`config.mk`:
```
export PLATFORM = sky130hd
export DESIGN_NAME = uamerge_unit
export DESIGN_NICKNAME = d
export VERILOG_FILES = /design/src/rtl/uamerge_pkg.sv /design/src/rtl/uamerge_lane_sel.sv /design/src/rtl/uamerge_shifter.sv /design/src/rtl/uamerge_unit.sv
export SDC_FILE = /design/constraint.sdc
export NUM_CORES = 1
export LEC_CHECK = 0
export BUFFER_PORTS_ARGS = -buffer_cell sky130_fd_sc_hd__buf_2
export CORE_MARGIN = 1
export CORE_UTILIZATION = 55
export CTS_BUF_LIST = sky130_fd_sc_hd__clkbuf_8 sky130_fd_sc_hd__clkbuf_16
export DETAILED_ROUTE_END_ITERATION = 10
export PLACE_DENSITY = 0.83
export SETUP_SLACK_MARGIN = 0.3
export SLEW_MARGIN = 10
export SYNTH_ARGS = -nofsm -noshare
export SYNTH_HDL_FRONTEND = slang
export SYNTH_HIERARCHICAL = 1
export SYNTH_SLANG_ARGS = --single-unit
```
`constraint.sdc`:
```
create_clock -name clk -period 0.8 [get_ports clk]
set_input_delay 0.08 -clock clk [delete_from_list [all_inputs] [get_ports clk]]
set_output_delay 0.08 -clock clk [all_outputs]
set_load 0.05 [all_outputs]
```
`src/rtl/uamerge_pkg.sv`:
```
package uamerge_pkg;

    typedef enum logic [1:0] {
        UA_LD_LEFT  = 2'd0,
        UA_LD_RIGHT = 2'd1,
        UA_ST_LEFT  = 2'd2,
        UA_ST_RIGHT = 2'd3
    } ua_op_e;

    // Stores carry the register into memory.
    function automatic logic op_is_store(input ua_op_e op);
        return op[1];
    endfunction

    // Left forms count their shift down from the top lane.
    function automatic logic op_is_left(input ua_op_e op);
        return ~op[0];
    endfunction

endpackage

```
`src/rtl/uamerge_lane_sel.sv`:
```
module uamerge_lane_sel
    import uamerge_pkg::*;
#(
    parameter int unsigned NB = 4,
    localparam int unsigned OFFW = $clog2(NB)
) (
    input  logic [1:0]      op,
    input  logic [OFFW-1:0] off,
    output logic [NB-1:0]   take
);

    localparam int LAST = int'(NB) - 1;

    ua_op_e kind;
    assign kind = ua_op_e'(op);

    // One bit per lane: 1 when the lane receives the shifted operand.
    always_comb begin
        int k;
        k = int'(off);
        for (int j = 0; j < int'(NB); j++) begin
            unique case (kind)
                UA_LD_LEFT:  take[j] = (j + k) >= LAST;
                UA_LD_RIGHT: take[j] = (j + k) <= LAST;
                UA_ST_LEFT:  take[j] = j <= k;
                default:     take[j] = j >= k;
            endcase
        end
    end

endmodule

```
`src/rtl/uamerge_shifter.sv`:
```
module uamerge_shifter
    import uamerge_pkg::*;
#(
    parameter int unsigned NB = 4,
    parameter int unsigned BW = 8,
    localparam int unsigned OFFW = $clog2(NB),
    localparam int unsigned W = NB * BW
) (
    input  logic [1:0]      op,
    input  logic [OFFW-1:0] off,
    input  logic [W-1:0]    mem,
    input  logic [W-1:0]    regv,
    output logic [W-1:0]    shifted
);

    localparam int LAST = int'(NB) - 1;

    ua_op_e kind;
    assign kind = ua_op_e'(op);

    always_comb begin
        int          nbytes;
        logic [W-1:0] src;
        logic        up;
        nbytes  = op_is_left(kind) ? (LAST - int'(off)) : int'(off);
        src     = op_is_store(kind) ? regv : mem;
        up      = (kind == UA_LD_LEFT) || (kind == UA_ST_RIGHT);
        shifted = up ? (src << (nbytes * int'(BW)))
                     : (src >> (nbytes * int'(BW)));
    end

endmodule

```
`src/rtl/uamerge_unit.sv`:
```
module uamerge_unit
    import uamerge_pkg::*;
#(
    parameter int unsigned NB = 4,
    parameter int unsigned BW = 8,
    localparam int unsigned OFFW = $clog2(NB),
    localparam int unsigned W = NB * BW
) (
    input  logic            clk,
    input  logic            rst_n,
    input  logic [1:0]      op_i,
    input  logic [OFFW-1:0] off_i,
    input  logic [W-1:0]    mem_i,
    input  logic [W-1:0]    reg_i,
    output logic [W-1:0]    load_o,
    output logic [W-1:0]    store_o,
    output logic [NB-1:0]   be_o
);

    typedef struct packed {
        logic [W-1:0]  ld;
        logic [W-1:0]  st;
        logic [NB-1:0] be;
    } ua_out_t;

    ua_out_t       out_d, out_q;
    logic [NB-1:0] take;
    logic [W-1:0]  shifted;

    uamerge_lane_sel #(.NB(NB)) u_sel (
        .op   (op_i),
        .off  (off_i),
        .take (take)
    );

    uamerge_shifter #(.NB(NB), .BW(BW)) u_shift (
        .op      (op_i),
        .off     (off_i),
        .mem     (mem_i),
        .regv    (reg_i),
        .shifted (shifted)
    );

    always_comb begin
        logic         store;
        logic [W-1:0] base;
        logic [W-1:0] merged;
        store = op_is_store(ua_op_e'(op_i));
        base  = store ? mem_i : reg_i;
        for (int j = 0; j < int'(NB); j++) begin
            merged[j*BW +: BW] = take[j] ? shifted[j*BW +: BW] : base[j*BW +: BW];
        end
        out_d.ld = store ? reg_i : merged;
        out_d.st = store ? merged : mem_i;
        out_d.be = store ? take : '0;
    end

    always_ff @(posedge clk or negedge rst_n) begin
        if (!rst_n) out_q <= '0;
        else        out_q <= out_d;
    end

    assign load_o  = out_q.ld;
    assign store_o = out_q.st;
    assign be_o    = out_q.be;

endmodule

```
==> results of run 1 <==
[stage by stage]
stage	cell area (µm²)	util [%]	hold WS [ns]	setup TNS, ns	instances
3_5_place_dp	7190	78.2	0.134	-71.40	838
2_1_floorplan	5630	-	-0.216	-37.83	502
3_3_place_gp	7190	78.2	0.120	-69.80	838
[cells in the mapped netlist (6+ instances only)]
| library cell | instances |
|---|---|
| nand3b_1 | 6 |
| a21oi_1 | 35 |
| o211ai_1 | 11 |
| mux2_4 | 32 |
| buf_6 | 13 |
| inv_1 | 7 |
| nand2b_1 | 7 |
| a32oi_1 | 6 |
| a221oi_1 | 6 |
| o21ai_0 | 22 |
| a22oi_1 | 8 |
| nand2_1 | 38 |
| buf_2 | 14 |
| o22ai_1 | 9 |
| dfrtp_1 | 68 |
| nand3_1 | 12 |
| nor2_1 | 26 |
| mux2i_1 | 35 |
| mux2_2 | 57 |
[cells by family after synthesis]
kind of cell	count (synthesis)	synth area share, %
DFF	68	32.9
buffers and inverters	46	6.45
AOI/OAI and AO/OA	129	16.6
muxes	127	29.2
and+or+nand+nor	123	12.0
xor gates and xnor gates	5	1.86
adders and majority gates	4	0.966
==> insert_results.sql, run 1 <==
INSERT INTO impl_metrics (metric_group, metric, value, unit) VALUES
('clocking', 'clk_root_buffer_cell', 'clkbuf_8', ''),
('placed_design', 'dp_hpwl', '13.9', 'mm'),
('placed_design', 'io_buffer_count', '137', ''),
('placed_design', 'post-place-ws', '-1.19', 'ns'),
('clocking', 'cts_made_buffers', '9', ''),
('die', 'initial_util', '56.3', '%'),
('clocking', 'htree_depth', '3', ''),
('yosys', 'leading_area_contributor_after_synthesis', 'dfrtp_1', ''),
('yosys', 'commonest_register_cell_after_synthesis', 'dfrtp_1', ''),
('die', 'rows', '35', ''),
('yosys', 'postSynthCellCount', '502', ''),
('yosys', 'ys_types', '62', ''),
('yosys', 'synth-edff-count', '0', ''),
('yosys', 'synth.area.top_cells', 'dfrtp_1, mux2_2, mux2_4', ''),
('clocking', 'cts_sinks', '68', ''),
('yosys', 'postSynthRegisterBits', '68', ''),
('placed_design', 'globalplace.congestion', '0.973', ''),
('yosys', 'synth_area', '5180', 'µm²'),
('run_status', 'outcome.stop_stage', '4_1_cts', ''),
('die', 'die_width', '99.0', 'µm'),
('die', 'vert_die_dim', '99.0', 'µm'),
('yosys', 'synthArstFlopShare', '100', '%'),
('yosys', 'syn_nets', '576', ''),
('clocking', 'post_cts.resized_instances', '293', ''),
('yosys', 'avgSynthCellArea', '10.3', 'µm²'),
('clocking', 'cts_setup_buffers', '34', ''),
('yosys', 'synth_warnings', '6', ''),
('run_status', 'tool.error', '[ERROR DPL-0033] detailed placement checks failed during check placement.', ''),
('die', 'io_pins', '138', ''),
('yosys', 'synth_largest_type_area_fraction', '32.9', '%'),
('clocking', 'cts_max_path_buffers', '2', ''),
('yosys', 'synth.yosys.seq_area_share', '32.9', '%'),
('run_status', 'status', 'did not finish', '');
==> inputs of run 2 (changes only) <==
Settings changed: CORE_UTILIZATION 55 to 40, CTS_BUF_LIST sky130_fd_sc_hd__clkbuf_8 sky130_fd_sc_hd__clkbuf_16 to default, PLACE_DENSITY 0.83 to default, PLACE_DENSITY_LB_ADDON from default to 0.15, SETUP_SLACK_MARGIN 0.3 to default.
==> insert_results.sql, run 2 <==
INSERT INTO impl_metrics (metric_group, metric, value, unit) VALUES
('run_status', 'status', 'complete, but fails checks', ''),
('run_status', 'violations', 'negative setup slack', ''),
('global_route', 'largest_net_degree_at_the_start_of_global_routing', '69', ''),
('global_route', 'globalRouteOverflowTotal', '0', ''),
('detailed_routing', 'drt_wl_total', '20.8', 'mm'),
('finish', 'area_of_combinational_cells_with_multiple_inputs', '3970', 'µm²'),
('timing', 'slew-limit-headroom', '71.7', '%'),
('clocking', 'cts_max_path_buffers', '2', ''),
('finish', 'final-seq-area', '1700', 'µm²'),
('power', 'power.internal', '9.53', 'mW'),
('power', 'comb_power_share', '46.8', '%'),
('yosys', 'commonest_register_cell_after_synthesis', 'dfrtp_1', ''),
('detailed_routing', 'num_vias', '5422', ''),
('timing', 'period_needed', '1.49', 'ns'),
('power', 'power_frac_seq', '26.1', '%'),
('yosys', 'synth.yosys.seq_area_share', '32.9', '%'),
('global_route', 'vias_in_the_first_global_route', '5485', ''),
('power', 'worst_ir_drop_vdd', '0.826', 'mV'),
('placed_design', 'place.detailed.instances', '911', ''),
('die', 'vert_die_dim', '116', 'µm'),
('power', 'p_clk_share', '27.1', '%'),
('yosys', 'leading_area_contributor_after_synthesis', 'dfrtp_1', ''),
('clocking', 'htree_depth', '3', ''),
('min_path', 'holdCritPathClass', 'in2reg', ''),
('timing', 'grt_setup_unrepaired', 'true', ''),
('timing', 'final_hold_slack', '0.00676', 'ns'),
('detailed_routing', 'drt_first_pass_iters', '5', ''),
('finish', 'antenna_cells_inserted', '0', ''),
('finish', 'final_net_count', '877', ''),
('yosys', 'synth_largest_type_area_fraction', '32.9', '%'),
('clocking', 'cts_made_buffers', '9', ''),
('power', 'psw', '5.81', 'mW'),
('clocking', 'clk_root_buffer_cell', 'clkbuf_16', ''),
('detailed_routing', 'detail_route.vias_per_cell', '5.53', ''),
('worst_setup_path', 'crit_type', 'in2reg', ''),
('worst_setup_path', 'timing.critical_path.from_type', 'input pin', ''),
('yosys', 'synth_area', '5180', 'µm²'),
('clocking', 'clkSlewWorstSetupHoldPaths', '0.06', 'ns'),
('placed_design', 'io_buffer_count', '137', ''),
('worst_setup_path', 'critical_path_peak_fanout', '8', ''),
('timing', 'fin_crit_sh', '186', '%'),
('finish', 'final_common_cell', 'buf_4', ''),
('finish', 'layout_common_cells', 'buf_4, buf_6, dfrtp_1, buf_2, mux2_4', ''),
('clocking', 'cts_sinks', '68', ''),
('power', 'cellPowerDensity', '1670', 'nW/µm²'),
('worst_setup_path', 'crit_path_end_kind', 'register', ''),
('global_route', 'global_router_s_overall_resource_usage', '31.0', '%'),
('yosys', 'synth.area.top_cells', 'dfrtp_1, mux2_2, mux2_4', ''),
('clocking', 'tritoncts_clock_tree', 'built', ''),
('detailed_routing', 'drc', '0', ''),
('yosys', 'synth_warnings', '6', ''),
('die', 'coreArea', '12600', 'µm²'),
('detailed_routing', 'drt_iter0_drc', '334', ''),
('yosys', 'postSynthRegisterBits', '68', ''),
('detailed_routing', 'drt.antenna.violating_nets', '0', ''),
('finish', 'number_of_fill_cells_in_the_layout', '913', ''),
('timing', 'timing.final.max_slew_violations', '0', ''),
('global_route', 'global_route_wire_length_before_repair', '30.2', 'mm'),
('yosys', 'syn_nets', '576', ''),
('die', 'io_pins', '138', ''),
('min_path', 'worstHoldStart', 'mem_i[3]', ''),
('finish', 'final_layout_size_suffix_gt1_share', '65.7', '%'),
('yosys', 'avgSynthCellArea', '10.3', 'µm²'),
('min_path', 'holdPathStages', '2', ''),
('timing', 'setup_violations', '135', ''),
('timing', 'fmax', '672', 'MHz'),
('placed_design', 'dp_hpwl', '14.0', 'mm'),
('yosys', 'synth-edff-count', '0', ''),
('worst_setup_path', 'crit_path_start', 'op_i[1]', ''),
('flow_run', 'drv_cap', '0', ''),
('timing', 'post-route-worst-setup-slack', '-0.689', 'ns'),
('finish', 'final_cell_count_no_fill', '980', ''),
('global_route', 'antenna_found_initial', '0', ''),
('yosys', 'synth_common_cells', 'dfrtp_1, mux2_2, nand2_1', ''),
('finish', 'syn_to_final_growth', '77.6', '%'),
('timing', 'hold_viol', '0', ''),
('die', 'die_area', '13400', 'µm²'),
('worst_setup_path', 'cp_data_arrival_time', '1.73', 'ns'),
('power', 'p_leak', '4.21', 'nW'),
('placed_design', 'globalplace.congestion', '0.921', ''),
('yosys', 'synthArstFlopShare', '100', '%'),
('yosys', 'yosysMostFrequentCell', 'dfrtp_1', ''),
('power', 'power.switching_fraction', '37.9', '%'),
('yosys', 'postSynthCellCount', '502', ''),
('die', 'initial_util', '41.0', '%'),
('die', 'rows', '41', ''),
('yosys', 'ys_types', '62', ''),
('die', 'die_width', '116', 'µm'),
('timing', 'worst-slew-pin-transition', '0.424', 'ns'),
('detailed_routing', 'drt-wirelength-per-cell', '21.2', 'µm'),
('worst_setup_path', 'critical_path_required', '1.04', 'ns');
run 2: per-layer routing:
layer	GRT usage (%)	routed length, µm
met3	5.13	946
met4	14.4	731
met2	56.2	10900
met5	0	0
met1	35.4	8220
run 2: power groups by stage:
stage | Combinational (mW) | Sequential (mW) | Clock, mW
after global routing | 7.50 | 4.03 | 4.36
after detailed placement | 5.62 | 3.96 | 0
after CTS | 6.67 | 4.00 | 4.21
final | 7.18 | 4.00 | 4.16
after global placement | 5.57 | 3.96 | 0
after floorplan | 2.30 | 5.34 | 0
run 2: layout make-up:
type | count | area share, %
Clock inverter | 7 | 0.830
Sequential cell | 68 | 18.5
Clock buffer | 9 | 2.45
Inverter | 8 | 0.721
Timing Repair Buffer | 325 | 32.0
Multi-Input combinational cell | 391 | 43.1
Tap cell | 172 | 2.34
run 2: worst paths after layout:
check | endpoint | slack [ns]
max in group asynchronous | load_o[7] | 0.22
min | store_o[3] | 0.007
max | load_o[10] | -0.69
min in group asynchronous | store_o[25] | 0.28
run 2: kinds of logic (layout without fill, tap and decap cells):
kind of cell,count (synthesis),in the layout,share of synthesized area (%)
AOI/OAI and AO/OA,129,129,16.6
xor gates and xnor gates,5,5,1.86
adders and majority gates,4,4,0.966
buffers and inverters,46,349,6.45
DFF,68,68,32.9
muxes,127,127,29.2
and+or+nand+nor,123,126,12.0
run 2: through the flow:
step           area (µm²)  setup WS [ns]  setup TNS (ns)  utilization, %  power, mW
2_1_floorplan        5540         -0.701          -37.74               -       7.64
3_3_place_gp         7220          -1.18          -71.35            57.2       9.53
3_5_place_dp         7220          -1.22          -73.44            57.2       9.58
4_1_cts              8690         -0.656          -47.77            68.9       14.9
5_1_grt              9200         -0.730          -52.81            72.9       15.9
6_report             9200         -0.689          -48.86            72.9       15.3
run 2: critical path, stage by stage:
cell       delay [ns]
buf_12           0.13
inv_16           0.05
ha_4             0.14
nand2_2          0.05
o2bb2ai_1        0.11
a222oi_1         0.31
buf_4            0.21
nor2b_4          0.17
buf_12           0.17
mux2_4           0.32
run 2: timing repair:
item | 4_1_cts | 5_1_grt
hold buffers | 13 | 0
cloned | 3 | 3
endpoints found under the setup margin | 136 | 136
gates resized for setup | 225 | 76
setup buffers | 22 | 12
hold endpoints to repair | 80 | 0
pin swaps | 18 | 16
(Power assumes the default switching activity.)
==> inputs of run 3 (changes only) <==
Settings changed: CORE_MARGIN 1 to 4.
==> insert_results.sql, run 3 (synthesis results as in run 2) <==
INSERT INTO impl_metrics (metric_group, metric, value, unit) VALUES
('run_status', 'status', 'complete, but fails checks', ''),
('run_status', 'violations', 'negative setup slack', ''),
('finish', 'final_layout_size_suffix_gt1_share', '62.6', '%'),
('power', 'cellPowerDensity', '1670', 'nW/µm²'),
('detailed_routing', 'top_signal_layer_used', 'met4', ''),
('timing', 'slew-limit-headroom', '63.6', '%'),
('timing', 'grt_setup_unrepaired', 'true', ''),
('power', 'worst_ir_drop_vdd', '0.837', 'mV'),
('timing', 'setup_violations', '136', ''),
('finish', 'area_of_combinational_cells_with_multiple_inputs', '3850', 'µm²'),
('timing', 'fmax', '619', 'MHz'),
('finish', 'final-seq-area', '1700', 'µm²'),
('die', 'io_pins', '138', ''),
('power', 'power', '15.0', 'mW'),
('clocking', 'cts_made_buffers', '9', ''),
('finish', 'layout_common_cells', 'buf_4, buf_6, mux2_4, dfrtp_1, buf_2', ''),
('worst_setup_path', 'critical_path_required', '1.03', 'ns'),
('detailed_routing', 'drc', '0', ''),
('placed_design', 'placement.cell_area', '7250', 'µm²'),
('timing', 'worst-slew-pin-transition', '0.546', 'ns'),
('worst_setup_path', 'path_buf_inv', '4', ''),
('worst_setup_path', 'crit_path_end_kind', 'register', ''),
('worst_setup_path', 'cpMaxStageDelayCell', 'a222oi_1', ''),
('detailed_routing', 'm1WireLength', '7.94', 'mm'),
('worst_setup_path', 'critical_path_peak_fanout', '6', ''),
('clocking', 'cts_max_path_buffers', '2', ''),
('placed_design', 'io_buffer_count', '137', ''),
('worst_setup_path', 'crit_type', 'in2reg', ''),
('die', 'initial_util', '40.9', '%'),
('finish', 'final_common_cell', 'buf_4', ''),
('global_route', 'vias_in_the_first_global_route', '5561', ''),
('finish', 'design_area', '9000', 'µm²'),
('global_route', 'antenna_found_initial', '0', ''),
('die', 'die_width', '122', 'µm'),
('worst_setup_path', 'slowest_delay', '0.43', 'ns'),
('timing', 'timing.final.max_slew_violations', '0', ''),
('clocking', 'clk_root_buffer_cell', 'clkbuf_16', ''),
('detailed_routing', 'num_vias', '5363', ''),
('detailed_routing', 'dr_wl_met3', '958', 'µm'),
('min_path', 'holdCritPathClass', 'in2reg', ''),
('timing', 'post-route-worst-setup-slack', '-0.815', 'ns'),
('worst_setup_path', 'critical_path.cell_chain', 'buf_12 -> inv_16 -> ha_4 -> nand2_2 -> o2bb2ai_1 -> a222oi_1 -> buf_4 -> nor2b_4 -> buf_12 -> mux2_4', ''),
('flow_run', 'drv_cap', '0', ''),
('timing', 'hold_viol', '0', ''),
('global_route', 'largest_net_degree_at_the_start_of_global_routing', '69', ''),
('power', 'p_leak', '4.20', 'nW'),
('detailed_routing', 'detail_route.vias_per_cell', '5.52', ''),
('finish', 'antenna_cells_inserted', '0', ''),
('clocking', 'cts_sinks', '68', ''),
('placed_design', 'globalplace.congestion', '0.932', ''),
('placed_design', 'post-place-ws', '-1.31', 'ns'),
('clocking', 'tritoncts_clock_tree', 'built', ''),
('worst_setup_path', 'critical_path.top_delay_family', 'buffers and inverters', ''),
('detailed_routing', 'drt-wirelength-per-cell', '20.5', 'µm'),
('detailed_routing', 'met2_length', '10.5', 'mm'),
('die', 'die_area', '14800', 'µm²'),
('clocking', 'htree_depth', '3', ''),
('detailed_routing', 'drt_iter0_drc', '335', ''),
('finish', 'final_net_count', '869', ''),
('worst_setup_path', 'crit_top_cell', 'buf_12', ''),
('placed_design', 'dp_hpwl', '14.3', 'mm'),
('finish', 'syn_to_final_growth', '73.7', '%'),
('finish', 'number_of_fill_cells_in_the_layout', '981', ''),
('die', 'vert_die_dim', '122', 'µm'),
('worst_setup_path', 'timing.critical_path.from_type', 'input pin', ''),
('die', 'rows', '41', ''),
('timing', 'fin_crit_sh', '202', '%'),
('global_route', 'global_route_wire_length_before_repair', '30.4', 'mm'),
('detailed_routing', 'drt_first_pass_iters', '5', ''),
('detailed_routing', 'drt.antenna.violating_nets', '0', ''),
('worst_setup_path', 'cp_data_arrival_time', '1.84', 'ns'),
('global_route', 'globalRouteOverflowTotal', '0', ''),
('clocking', 'clkSlewWorstSetupHoldPaths', '0.06', 'ns'),
('timing', 'period_needed', '1.62', 'ns'),
('die', 'coreArea', '12700', 'µm²'),
('detailed_routing', 'drt_wl_total', '19.9', 'mm'),
('global_route', 'global_router_s_overall_resource_usage', '26.9', '%');
-- run 3: final cells by class --
type | count | area share (%)
Clock buffer | 9 | 2.50
Clock inverter | 7 | 0.848
Inverter | 8 | 0.709
Multi-Input combinational cell | 390 | 42.8
Sequential cell | 68 | 18.9
Tap cell | 172 | 2.39
Timing Repair Buffer | 318 | 31.9
-- run 3: path summary, 6_finish.rpt --
| kind | from | end | cells past startpoint |
|---|---|---|---|
| max | op_i[1] | load_o[9] | 10 |
| min in group asynchronous | rst_n | load_o[25] | 3 |
| min | mem_i[10] | store_o[10] | 2 |
| max in group asynchronous | rst_n | store_o[14] | 3 |
-- run 3: what timing repair did --
action                                  in CTS  in global routing
hold endpoints to repair                    79                  0
pin swaps                                   14                 11
resized for setup                          248                 32
buffers inserted                            20                 12
endpoints found under the setup margin     136                136
gates cloned                                 2                  1
hold buffers                                12                  0
-- run 3: per-stage QoR --
stage | hold WS (ns) | cells | util, % | setup TNS (ns)
floorplan | -0.216 | 502 | - | -37.74
global placement | 0.129 | 912 | 57.2 | -76.10
detailed placement | 0.136 | 912 | 57.2 | -76.81
CTS | 0.000635 | 961 | 69.1 | -52.84
global route | 0.00594 | 972 | 71.0 | -61.07
finish | 0.0131 | 972 | 71.0 | -57.05
-- run 3: power by group --
| part | switching (mW) | internal (mW) | leakage, nW |
|---|---|---|---|
| Sequential | 0.184 | 3.82 | 0.811 |
| Clock | 1.68 | 2.43 | 0.142 |
| Combinational | 3.75 | 3.19 | 3.25 |
| Total | 5.61 | 9.43 | 4.20 |
-- run 3: metal layers --
metal / vias to the layer above / track usage, %
met3: 35 / 3.95
li1: 2475 / -
met2: 183 / 48.8
met4: 0 / 9.94
met5: - / 0
met1: 2670 / 32.2
==> inputs of run 4 (changes only) <==
Settings changed: ABC_AREA from default to 1.
==> insert_results.sql, run 4 <==
INSERT INTO impl_metrics (metric_group, metric, value, unit) VALUES
('finish', 'final_common_cell', 'nand2_1', ''),
('yosys', 'yosysMostFrequentCell', 'nand2_1', ''),
('die', 'die_area', '14800', 'µm²'),
('die', 'rows', '41', ''),
('finish', 'antenna_cells_inserted', '0', ''),
('worst_setup_path', 'critical_path.top_delay_family', 'simple AND/OR/NAND/NOR gates', ''),
('clocking', 'clkSlewWorstSetupHoldPaths', '0.05', 'ns'),
('detailed_routing', 'drt.antenna.violating_nets', '0', ''),
('worst_setup_path', 'cpMaxStageDelayCell', 'or2_4', ''),
('yosys', 'leading_area_contributor_after_synthesis', 'nand2_1', ''),
('worst_setup_path', 'crit_type', 'in2reg', ''),
('yosys', 'synth.area.top_cells', 'nand2_1, dfrtp_1, nand3_1', ''),
('clocking', 'cts_sinks', '68', ''),
('die', 'coreArea', '12600', 'µm²'),
('yosys', 'ys_types', '22', ''),
('worst_setup_path', 'crit_top_cell', 'nand2_1', ''),
('global_route', 'largest_net_degree_at_the_start_of_global_routing', '41', ''),
('global_route', 'vias_in_the_first_global_route', '6158', ''),
('timing', 'worst-slew-pin-transition', '0.276', 'ns'),
('timing', 'post-route-worst-setup-slack', '-0.411', 'ns'),
('clocking', 'tritoncts_clock_tree', 'built', ''),
('worst_setup_path', 'critical_path.cell_chain', 'buf_12 -> buf_12 -> buf_12 -> nand2_1 -> nand2_2 -> nand2_2 -> nand2_2 -> nand2_1 -> nand2_1 -> nand2_1 -> nand2_1 -> or2_4 -> nand3_1 -> nand2_1', ''),
('yosys', 'avgSynthCellArea', '6.10', 'µm²'),
('yosys', 'synth.yosys.seq_area_share', '33.0', '%'),
('placed_design', 'globalplace.congestion', '1.03', ''),
('timing', 'fmax', '826', 'MHz'),
('power', 'cellPowerDensity', '1670', 'nW/µm²'),
('finish', 'layout_common_cells', 'nand2_1, buf_4, buf_6, nand3_2, nand2_2', ''),
('min_path', 'holdCritPathClass', 'in2reg', ''),
('yosys', 'postSynthCellCount', '845', ''),
('placed_design', 'io_buffer_count', '137', ''),
('worst_setup_path', 'cp-endpoint', 'store_o[7]', ''),
('detailed_routing', 'detail_route.vias_per_cell', '5.11', ''),
('global_route', 'global_route_wire_length_before_repair', '29.7', 'mm'),
('clocking', 'htree_depth', '3', ''),
('yosys', 'synth_area', '5150', 'µm²'),
('yosys', 'synth-edff-count', '0', ''),
('timing', 'fin_crit_sh', '151', '%'),
('die', 'vert_die_dim', '121', 'µm'),
('yosys', 'syn_nets', '919', ''),
('worst_setup_path', 'timing.critical_path.from_type', 'input pin', ''),
('die', 'initial_util', '40.8', '%'),
('detailed_routing', 'drt_iter0_drc', '704', ''),
('timing', 'slew-limit-headroom', '81.5', '%'),
('detailed_routing', 'num_vias', '6624', ''),
('yosys', 'synth_largest_type_area_fraction', '35.1', '%'),
('die', 'io_pins', '138', ''),
('clocking', 'clk_root_buffer_cell', 'clkbuf_16', ''),
('clocking', 'cts_made_buffers', '9', ''),
('yosys', 'postSynthRegisterBits', '68', ''),
('detailed_routing', 'drc', '0', ''),
('timing', 'period_needed', '1.21', 'ns'),
('yosys', 'commonest_register_cell_after_synthesis', 'dfrtp_1', ''),
('worst_setup_path', 'path_buf_inv', '3', ''),
('placed_design', 'dp_hpwl', '12.7', 'mm'),
('worst_setup_path', 'critical_path_peak_fanout', '10', ''),
('finish', 'syn_to_final_growth', '77.8', '%'),
('finish', 'final_layout_size_suffix_gt1_share', '47.6', '%'),
('detailed_routing', 'drt_wl_total', '19.7', 'mm'),
('timing', 'setup_violations', '136', ''),
('worst_setup_path', 'crit_path_end_kind', 'register', ''),
('worst_setup_path', 'slowest_delay', '0.25', 'ns'),
('global_route', 'global_router_s_overall_resource_usage', '25.4', '%'),
('global_route', 'globalRouteOverflowTotal', '0', ''),
('power', 'worst_ir_drop_vdd', '0.970', 'mV'),
('power', 'p_leak', '4.88', 'nW'),
('placed_design', 'post-place-ws', '-0.899', 'ns'),
('finish', 'final_net_count', '1195', ''),
('run_status', 'status', 'complete, but fails checks', ''),
('yosys', 'synth_common_cells', 'nand2_1, nand3_1, dfrtp_1', ''),
('worst_setup_path', 'timing.critical_path.depth', '14', ''),
('yosys', 'synthArstFlopShare', '100', '%'),
('run_status', 'violations', 'negative setup slack', ''),
('clocking', 'cts_max_path_buffers', '2', ''),
('detailed_routing', 'drt-wirelength-per-cell', '15.2', 'µm'),
('flow_run', 'drv_cap', '0', ''),
('global_route', 'antenna_found_initial', '0', ''),
('worst_setup_path', 'crit_path_start', 'op_i[1]', ''),
('die', 'die_width', '121', 'µm'),
('yosys', 'synth_warnings', '6', ''),
('worst_setup_path', 'cp_data_arrival_time', '1.45', 'ns'),
('timing', 'fin_setup_tns', '-32.56', 'ns'),
('timing', 'hold_viol', '0', ''),
('worst_setup_path', 'critical_path_required', '1.04', 'ns'),
('timing', 'grt_setup_unrepaired', 'true', ''),
('detailed_routing', 'drt_first_pass_iters', '6', ''),
('timing', 'timing.final.max_slew_violations', '0', '');
## run 4: cell types whose count changed in the layout (fill, tap and decap cells not counted), sizes merged, moves of 17 or more
cell / delta
buf: -27
or2: +31
mux2: -89
nand3: +138
nand2: +438
mux2i: -38
o21ai: -17
a21oi: -21
## run 4: logic make-up after synthesis
family / after synthesis / synth area share (%)
AOI/OAI and AO/OA: 20 / 1.99
xor gates and xnor gates: 1 / 0.534
adders and majority gates: 4 / 0.971
buffers and inverters: 75 / 8.52
DFF: 68 / 33.0
and+or+nand+nor: 677 / 55.0
## run 4: report_power, final
part	internal [mW]	switching, mW	total (mW)
Clock	2.41	1.47	3.89
Sequential	3.85	0.198	4.04
Combinational	3.03	4.32	7.35
## run 4: worst min-delay path by stage
| stage | end | startpoint | cells after the start |
|---|---|---|---|
| after floorplan | be_o[0] | rst_n | 0 |
| after global placement | store_o[1] | rst_n | 2 |
| after detailed placement | store_o[1] | rst_n | 2 |
| after CTS | store_o[28] | mem_i[28] | 4 |
| after global routing | load_o[20] | reg_i[20] | 4 |
| final | load_o[20] | reg_i[20] | 4 |
## run 4: per-layer routing
| layer | wire, µm | global-route usage (%) | vias up |
|---|---|---|---|
| met3 | 1410 | 5.31 | 63 |
| met4 | 658 | 9.31 | 0 |
| met2 | 9600 | 41.8 | 270 |
| met5 | 0 | 0 | - |
| li1 | - | - | 3214 |
| met1 | 8050 | 32.7 | 3077 |
## run 4: area by class of cell
class                   instances  area (µm²)
fillers                      1001        3460
inverters                      25         155
multi-input cells             702        3830
flip-flops and latches         68        1700
well taps                     172         215
clock buffers                  14         284
repair buffers                312        2940
repair inverters                3        32.5
clock inverters                 1        5.00
## run 4: worst min-delay path, cell delays in order
cell and delay, ns:
buf_2 0.09, buf_4 0.10, nand2_1 0.04, nand2_1 0.05
## run 4: what timing repair did
action	4_1_cts	5_1_grt
cloned	5	6
setup endpoints to repair	136	136
gates resized for setup	245	103
hold buffers	27	0
setup buffers	11	16
pin swaps	35	50
hold endpoints to repair	94	0
## run 4: per-stage QoR
stage                     hold WS [ns]  area, µm²  utilization (%)  power [mW]  instances
after floorplan                 -0.216       5600                -        7.91        845
after global placement          0.0936       7140             56.6        9.68       1224
after detailed placement        0.0869       7140             56.6        9.69       1224
after CTS                       0.0393       8620             68.3        14.8       1281
after global routing            0.0525       9160             72.6        16.0       1297
final                           0.0444       9160             72.6        15.3       1297
